$ cat src/rtl/aw_pkg.sv
package aw_pkg;

    // Sequencer states of the walk engine.
    typedef enum logic [2:0] {
        ST_IDLE,
        ST_STEP,    // range check of the current target, first read
        ST_CAP,     // read data arrives, complement captured
        ST_WR,      // complement written to the test address
        ST_RD2,     // target read again
        ST_CMP,     // second read data compared
        ST_DONE
    } aw_state_e;

    // Which end of the region supplies the test address.
    typedef enum logic {
        PASS_FROM_BASE = 1'b0,
        PASS_FROM_TOP  = 1'b1
    } aw_pass_e;

endpackage

$ cat src/rtl/aw_mask_walk.sv
module aw_mask_walk #(
    parameter int ADDR_W     = 10,
    parameter int WORD_BYTES = 8
) (
    input  logic              clk,
    input  logic              rst,
    input  logic              load,
    input  logic              advance,
    output logic [ADDR_W-1:0] mask,
    output logic              last
);
    localparam logic [ADDR_W-1:0] FIRST_MASK = ADDR_W'(WORD_BYTES);

    always_ff @(posedge clk) begin
        if (rst) begin
            mask <= FIRST_MASK;
        end else if (load) begin
            mask <= FIRST_MASK;
        end else if (advance) begin
            mask <= mask << 1;
        end
    end

    assign last = mask[ADDR_W-1];
endmodule

$ cat src/rtl/aw_target_gen.sv
module aw_target_gen #(
    parameter int ADDR_W = 10
) (
    input  logic [ADDR_W-1:0] test_addr,
    input  logic [ADDR_W-1:0] mask,
    input  logic [ADDR_W-1:0] base_addr,
    input  logic [ADDR_W:0]   region_bytes,
    output logic [ADDR_W-1:0] target,
    output logic              in_region
);
    logic [ADDR_W:0] region_end;

    always_comb begin
        target     = test_addr ^ mask;
        region_end = {1'b0, base_addr} + region_bytes;
        in_region  = (target >= base_addr) && ({1'b0, target} < region_end);
    end
endmodule

$ cat src/rtl/aw_fault_log.sv
module aw_fault_log #(
    parameter int ADDR_W = 10
) (
    input  logic              clk,
    input  logic              rst,
    input  logic              clear,
    input  logic              capture,
    input  logic [ADDR_W-1:0] test_addr,
    input  logic [ADDR_W-1:0] target,
    input  logic [ADDR_W-1:0] mask,
    output logic              found,
    output logic [ADDR_W-1:0] log_test,
    output logic [ADDR_W-1:0] log_target,
    output logic [ADDR_W-1:0] log_mask
);
    always_ff @(posedge clk) begin
        if (rst || clear) begin
            found      <= 1'b0;
            log_test   <= '0;
            log_target <= '0;
            log_mask   <= '0;
        end else if (capture) begin
            found      <= 1'b1;
            log_test   <= test_addr;
            log_target <= target;
            log_mask   <= mask;
        end
    end
endmodule

$ cat src/rtl/addrline_walk_engine.sv
module addrline_walk_engine
    import aw_pkg::*;
#(
    parameter int ADDR_W = 10,
    parameter int DATA_W = 64
) (
    input  logic                          clk,
    input  logic                          rst,
    input  logic                          start,
    input  logic [ADDR_W-1:0]             base_addr,
    input  logic [ADDR_W:0]               region_bytes,
    output logic                          mem_req,
    output logic                          mem_we,
    output logic [ADDR_W-$clog2(DATA_W/8)-1:0] mem_addr,
    output logic [DATA_W-1:0]             mem_wdata,
    input  logic [DATA_W-1:0]             mem_rdata,
    output logic                          done,
    output logic                          fail,
    output logic [ADDR_W-1:0]             fail_test_addr,
    output logic [ADDR_W-1:0]             fail_target_addr,
    output logic [ADDR_W-1:0]             fail_mask
);
    localparam int WORD_BYTES = DATA_W / 8;
    localparam int WORD_SHIFT = $clog2(WORD_BYTES);

    aw_state_e         state_q, state_d;
    aw_pass_e          pass_q, pass_d;
    logic [ADDR_W-1:0] test_q, test_d;
    logic [DATA_W-1:0] wr_val_q;
    logic [ADDR_W-1:0] mask, target;
    logic              mask_last, in_region;
    logic              mask_load, mask_adv, step_over;
    logic              log_clear, log_capture;
    logic [ADDR_W:0]   top_word;

    assign top_word = {1'b0, base_addr} + region_bytes - (ADDR_W+1)'(WORD_BYTES);

    aw_mask_walk #(.ADDR_W(ADDR_W), .WORD_BYTES(WORD_BYTES)) mask_i (
        .clk     (clk),
        .rst     (rst),
        .load    (mask_load),
        .advance (mask_adv),
        .mask    (mask),
        .last    (mask_last)
    );

    aw_target_gen #(.ADDR_W(ADDR_W)) tgt_i (
        .test_addr    (test_q),
        .mask         (mask),
        .base_addr    (base_addr),
        .region_bytes (region_bytes),
        .target       (target),
        .in_region    (in_region)
    );

    aw_fault_log #(.ADDR_W(ADDR_W)) log_i (
        .clk        (clk),
        .rst        (rst),
        .clear      (log_clear),
        .capture    (log_capture),
        .test_addr  (test_q),
        .target     (target),
        .mask       (mask),
        .found      (fail),
        .log_test   (fail_test_addr),
        .log_target (fail_target_addr),
        .log_mask   (fail_mask)
    );

    always_comb begin
        state_d     = state_q;
        pass_d      = pass_q;
        test_d      = test_q;
        mask_load   = 1'b0;
        mask_adv    = 1'b0;
        step_over   = 1'b0;
        log_clear   = 1'b0;
        log_capture = 1'b0;
        mem_req     = 1'b0;
        mem_we      = 1'b0;
        mem_addr    = target[ADDR_W-1:WORD_SHIFT];

        case (state_q)
            ST_IDLE, ST_DONE: begin
                if (start) begin
                    state_d   = ST_STEP;
                    pass_d    = PASS_FROM_BASE;
                    test_d    = base_addr;
                    mask_load = 1'b1;
                    log_clear = 1'b1;
                end
            end
            ST_STEP: begin
                if (in_region) begin
                    mem_req = 1'b1;
                    state_d = ST_CAP;
                end else begin
                    step_over = 1'b1;
                end
            end
            ST_CAP: state_d = ST_WR;
            ST_WR: begin
                mem_req  = 1'b1;
                mem_we   = 1'b1;
                mem_addr = test_q[ADDR_W-1:WORD_SHIFT];
                state_d  = ST_RD2;
            end
            ST_RD2: begin
                mem_req = 1'b1;
                state_d = ST_CMP;
            end
            ST_CMP: begin
                if (mem_rdata == wr_val_q) begin
                    log_capture = 1'b1;
                    state_d     = ST_DONE;
                end else begin
                    step_over = 1'b1;
                end
            end
            default: state_d = ST_IDLE;
        endcase

        // Move to the next mask, the next walk, or the end of the run.
        if (step_over) begin
            state_d = ST_STEP;
            if (!mask_last) begin
                mask_adv = 1'b1;
            end else if (pass_q == PASS_FROM_BASE) begin
                pass_d    = PASS_FROM_TOP;
                test_d    = top_word[ADDR_W-1:0];
                mask_load = 1'b1;
            end else begin
                state_d = ST_DONE;
            end
        end
    end

    always_ff @(posedge clk) begin
        if (rst) begin
            state_q  <= ST_IDLE;
            pass_q   <= PASS_FROM_BASE;
            test_q   <= '0;
            wr_val_q <= '0;
        end else begin
            state_q <= state_d;
            pass_q  <= pass_d;
            test_q  <= test_d;
            if (state_q == ST_CAP) begin
                wr_val_q <= ~mem_rdata;
            end
        end
    end

    assign mem_wdata = wr_val_q;
    assign done      = (state_q == ST_DONE);
endmodule

$ cat config.mk
export PLATFORM = sky130hd
export DESIGN_NAME = addrline_walk_engine
export DESIGN_NICKNAME = d
export VERILOG_FILES = /design/src/rtl/aw_pkg.sv /design/src/rtl/aw_mask_walk.sv /design/src/rtl/aw_target_gen.sv /design/src/rtl/aw_fault_log.sv /design/src/rtl/addrline_walk_engine.sv
export SDC_FILE = /design/constraint.sdc
export NUM_CORES = 1
export LEC_CHECK = 0
export ABC_AREA = 1
export BUFFER_PORTS_ARGS = -buffer_cell sky130_fd_sc_hd__buf_2
export CAP_MARGIN = 40
export CORE_AREA = 4 4 164 166
export DETAILED_ROUTE_END_ITERATION = 10
export DIE_AREA = 0 0 168 170
export GPL_TIMING_DRIVEN = 0
export SLEW_MARGIN = 20
export SYNTH_ARGS = -nofsm -noshare
export SYNTH_HDL_FRONTEND = slang
export SYNTH_HIERARCHICAL = 1
export SYNTH_SLANG_ARGS = --single-unit
$ cat constraint.sdc
create_clock -name clk -period 3.6 [get_ports clk]
set_clock_uncertainty 0.2 [all_clocks]
set_input_delay 0.36 -clock clk [delete_from_list [all_inputs] [get_ports clk]]
set_output_delay 0.36 -clock clk [all_outputs]
set_load 0.02 [all_outputs]
Word-level counts from Yosys, hierarchy flattened
Cells that the tools add are included.
{ "word_totals": {"out_inout_bits": 105, "inputBits": 88, "wordCells": 65, "ff_bits": 113} }
{ "classes": {"muxes": 33, "addsub": 2, "eq_ne": 10, "n_reduce_logical": 7, "order_cmp": 2, "bitwise_logic": 2} }
{ "ops": {"columns": ["cell", "n"], "rows": [
  ["== test 64 bit", 1],
  ["inverter 64 bit", 1],
  ["two-way mux 10 bit", 5],
  ["two-way mux 1 bit", 18],
  ["two-way mux 3 bit", 6],
  ["case mux 3 bit (6 select lines)", 1],
  ["adder 10 x 11 -> 11 bit", 1],
  ["< comparator 10 x 11 -> 1 bit", 1],
  ["greater-or-equal comparator 10 bit", 1],
  ["subtractor 10 x 4 -> 10 bit (second input constant)", 1],
  ["XOR 10 bit", 1],
  ["== test 3 bit (second input constant)", 3],
  ["!= test 3 bit (second input constant)", 3],
  ["two-way mux 7 bit", 1],
  ["== test 3 x 2 -> 1 bit (second input constant)", 2],
  ["OR reduction 2 bit", 3],
  ["case mux 1 bit (2 select lines)", 2],
  ["== test 3 x 1 -> 1 bit (second input constant)", 1],
  ["logical NOT 3 bit", 1],
  ["AND reduction 3 bit", 1],
  ["logical AND 1 bit", 1],
  ["logical OR 1 bit", 1]
]} }

Depth between registers and ports, before layout
{ "logic_depth": {"ltp_word": 7, "mapped_depth": 26, "mapped_depth_nobuf": 26} }

By module
Netlist, hierarchy kept.
{ "modules_own_cells": {"columns": ["module", "instances", "cells_each", "area_per_inst_um2", "seq_area_each_um2"], "rows": [
  ["addrline_walk_engine", 1, 852, 5089.9, 1561.5],
  ["aw_fault_log", 1, 193, 1315.0, 620.6],
  ["aw_target_gen", 1, 159, 1071.0, 0.0],
  ["aw_mask_walk", 1, 45, 309.0, 140.1]
]} }

Least setup slack after synthesis
No wires, ideal clock.
{ "synth_path": {"kind": "input to register", "start": "input base_addr[0]", "end": "register mask_i.mask[4]", "path_stages": 22, "n_path_buf": 2, "arrival_time_ps": 3140, "setup_ps": 113, "slack_ps": 147, "required_ps": 3287, "path_cell_list": "ha_1 fa_1 a21oi_2 xor2_1 ha_1 nand2_1 inv_1 nor2_1 o21a_1 nand2_1 nand2_1 nand2_1 nand2_1 nand2_1 a21oi_2 inv_1 nand2_1 clkbuf_1 a21oi_1 buf_6 nor2_1 nor2_1"} }
{ "synth_via": {"elab_cells_between_ends": 9, "classes_between": "add/sub: 1; order compare: 2; mux: 4; reduce/logical: 2"} }
{ "synth_lines": {"columns": ["item", "line", "text"], "rows": [
  ["start, declared", "addrline_walk_engine.sv:10", "input logic [ADDR_W-1:0] base_addr,"],
  ["adder 10 x 11 -> 11 bit", "aw_target_gen.sv:15", "region_end = {1'b0, base_addr} + region_bytes;"],
  ["< comparator 10 x 11 -> 1 bit", "aw_target_gen.sv:16", "in_region = (target >= base_addr) && ({1'b0, target} < region_end);"],
  ["logical AND 1 bit (*)", "aw_target_gen.sv:16", null],
  ["named net in_region", "addrline_walk_engine.sv:31", "logic mask_last, in_region;"],
  ["two-way mux 1 bit (*)", "addrline_walk_engine.sv:94", "if (in_region) begin"],
  ["case mux 1 bit (2 select lines) (*)", "addrline_walk_engine.sv:83", "case (state_q)"],
  ["two-way mux 1 bit (*)", "addrline_walk_engine.sv:124", "if (step_over) begin"],
  ["named net mask_adv", "addrline_walk_engine.sv:32", "logic mask_load, mask_adv, step_over;"],
  ["end signal, assigned", "aw_mask_walk.sv:20", "mask <= mask << 1;"],
  ["end, declared", "aw_mask_walk.sv:9", "output logic [ADDR_W-1:0] mask,"]
]} }
Mark *: on every way through the listed nets, which the timed path passes. The rest lies on a longest branch.
A chain may end at the register's enable or synchronous reset.

Final worst setup path
{ "layout_path": {"start": "input base_addr[0]", "end": "output mem_req"} }
{ "layout_via": {"elab_chain_cells": 5, "elab_cells_between_ends": 6, "classes_between": "add/sub: 1; order compare: 2; mux: 2; reduce/logical: 1"} }
{ "layout_lines": {"columns": ["item", "line", "text"], "rows": [
  ["adder 10 x 11 -> 11 bit", "aw_target_gen.sv:15", null],
  ["< comparator 10 x 11 -> 1 bit", "aw_target_gen.sv:16", null],
  ["logical AND 1 bit (*)", "aw_target_gen.sv:16", null],
  ["named net in_region", "addrline_walk_engine.sv:31", null],
  ["two-way mux 1 bit (*)", "addrline_walk_engine.sv:94", null],
  ["case mux 1 bit (2 select lines) (*)", "addrline_walk_engine.sv:83", null],
  ["end, declared", "addrline_walk_engine.sv:12", "output logic mem_req,"]
]} }
Marks and branches as above.

==> results.cfg <==
[route]
drcViolationCount = 0
vias_per_cell = 4.432
wl_met2_um = 10920
wl_met1_um = 10740
routed.top_layer = met5
vias = 8089
ant_nets = 0
dr.pass1.iters = 5
routed-wl-met3_um = 1848
wl_per_cell_um = 13.04
routed_wl_um = 23810
drt_iter0_drc = 495

[critical_path]
critical_path.n_buffers_inverters = 2
crit_chain = buf_6, ha_4, fa_2, a31oi_1, xor2_1, ha_1, a21oi_1, o21a_1, nand2_1, nand2_1, nand2_1, nand2_1, nand2_2, a21oi_4, nand2_1, o211ai_1, buf_4
setup.worst_path.start = base_addr[0]
cp.arrival_ns = 2.89
cp_slowest_cell = fa_2
r2r_setup_slack_ns = 0.33
cpLargestDelayFamily = adder cells
reg2reg_depth = 16
rr_startpoint = test_q[3]
worstSetupEndpointType = primary output
path_class = input pin to primary output
reg2reg_to = mask_i/mask[6]
start_kind = input pin
cp_data_required_time_ns = 3.04
crit_fanout = 4
slowest_delay_ns = 0.42
path_common_cell = nand2_1

[grt]
grt_pass1_vias = 7803
grt_pass1_wl_um = 38000
grt_overflow = 0
grt_usage = 0.1625
grt_max_degree = 17
antenna_found_initial = 2

[synthesis]
synth.ff_latch_count = 116
ys.flop_type = dfxtp_1
yosysUniqueCellTypes = 42
synth-edff-count = 0
synth-seq-area-share = 0.2983
netlist_area_um2 = 7785
syn_area_per_cell_um2 = 6.233
yosysWarnings = 6
synth_cells = 1249
async_reset_ff_frac = 0

[placed_design]
place_ws_ns = -0.6262
port-buffer-count = 192
dpl.hpwl_um = 18710
place_inst = 1778
place_area_um2 = 9173
place_congestion = 0.8656

[sta]
maxSlewViolCount = 0
hold_violations = 0
tightestPinTransition_ns = 0.6094
setup_viol = 0
post-route-period-util = 0.9575
layout_setup_ws_ns = 0.1530
worst_slew_margin_rel = 0.5924
finalCriticalPeriod_ns = 3.447
fmax_ghz = 0.2901

[die]
num_rows = 59
design.die.area_um2 = 28560
pin_count = 193
die_w_um = 168
core_um2 = 25620
fp.dieH_um = 170
initial_core_util = 0.3039

[pwr]
power_mw = 7.480
ir_drop_mv = 0.4218
powerDensity_nw_per_um2 = 747.9
leakage_nw = 5.200

[status]
status = finished, final reports clean

[cells_and_area]
layout.cells.most_common_list = nand2_1, inv_1, buf_2
fin_area_um2 = 10000
areaGrowthSynthToFinish_pct = 28.46
layout-drive-gt1-share = 0.2051
final_cells = 1825
layout.nets = 1610
mostFrequentLayoutCell = nand2_1

[clock_network]
clk_latency_ns = 0.43
cts.sinks = 116
path_clk_slew_ns = 0.06
tritoncts = done
cts_inserted_buffers = 17
h-tree-depth = 4
cts_max_path_buffers = 2
cts_root_buf = clkbuf_16

[worst_hold_path]
holdCritStartpoint = rst
holdPathStages = 2
hp-class = input pin to flop
hold_path_end = test_q[9]

[run]
maxCapViolCount = 0
-- area by class of cell --
class / instances / area [um^2]
clock inverters: 14 / 143.9
multi-input cells: 861 / 4429
diodes: 3 / 7.507
well taps: 335 / 419.2
plain buffers: 46 / 302.8
clock buffers: 18 / 429.2
inverters: 228 / 858.3
fillers: 2776 / 15620
repair buffers: 204 / 1089
flip-flops and latches: 116 / 2322
-- cell usage after synthesis, drive strengths merged (2+ instances only) --
library cell | instances | area (um^2)
a21oi | 108 | 596.8
a31oi | 4 | 25.02
buf | 22 | 207.7
clkbuf | 24 | 93.84
dfxtp | 116 | 2322
fa | 2 | 40.04
ha | 46 | 575.6
inv | 227 | 854.6
nand2 | 394 | 1491
nand3 | 31 | 160.1
nand4 | 5 | 37.53
nor2 | 137 | 549.3
nor3 | 4 | 30.03
o211ai | 2 | 15.01
o21a | 3 | 22.52
o21ai | 83 | 419.2
o21bai | 2 | 18.77
xnor2 | 5 | 43.79
xor2 | 27 | 236.5
-- worst reg2reg max path, stage by stage (launching register included) --
cell       delay (ns)
dfxtp_1          0.43
xor2_1           0.51
ha_1             0.37
a21oi_1          0.14
o21ai_0          0.10
nand2_1          0.07
o2111ai_1        0.09
nor2_1           0.20
a21oi_4          0.07
inv_1            0.06
nand2_1          0.11
clkbuf_2         0.23
a21oi_2          0.27
buf_6            0.18
nand2_1          0.06
nand2_1          0.05
nor2_1           0.04
-- through the flow --
stage          hold WS, ns    util   TNS, ns
2_1_floorplan       0.2224       -         0
3_3_place_gp        0.2425  0.3581    -7.455
3_5_place_dp        0.2527  0.3581    -7.574
4_1_cts           0.006141  0.3840         0
5_1_grt            0.04949  0.3901  -0.08641
6_report           0.04185  0.3904         0
-- repair_timing --
action / CTS / global route
endpoints found under the setup margin: 8 / 8
resized for setup: 3 / 28
hold endpoints to repair: 8 / 0
setup buffers: 0 / 4
hold buffers: 8 / 0
pin swaps: 0 / 15
-- where the power goes --
| group | internal, mW | total (mW) | switching [mW] |
|---|---|---|---|
| clock | 0.971 | 1.67 | 0.694 |
| combinational | 1.32 | 3.81 | 2.49 |
| sequential | 1.67 | 2.00 | 0.337 |
-- sequential cells by signal (all words and copies together), names as in the netlist --
name              count
test_q               10
pass_q                1
log_i/found           1
log_i/log_test       10
log_i/log_mask       10
state_q               3
mem_wdata            64
log_i/log_target     10
mask_i/mask           7
-- how the worst max path moves through the flow --
stage                     depth (start not counted)        endpoint
after floorplan                                  22  mask_i/mask[4]
after global placement                           23  mask_i/mask[4]
after detailed placement                         23  mask_i/mask[4]
after CTS                                        19         mem_req
after global routing                             22         mem_req
final                                            17         mem_req
-- cell families (layout without fill, tap and decap cells) --
group | count (synthesis) | after routing | share of synthesized area
simple gates | 573 | 573 | 0.2932
buf+inv | 274 | 510 | 0.1490
compound gates | 205 | 205 | 0.1440
flops | 116 | 116 | 0.2983
fa+ha+maj | 48 | 48 | 0.07907
xor+xnor | 32 | 32 | 0.03600
other cells | 1 | 6 | 0.0004817
-- per-layer routing --
metal | GRT usage | vias up
li1 | - | 4271
met1 | 0.2010 | 3580
met2 | 0.2725 | 210
met3 | 0.05854 | 24
met4 | 0.03670 | 4
met5 | 0 | -
No activity file was read; power rests on OpenSTA's default activity.
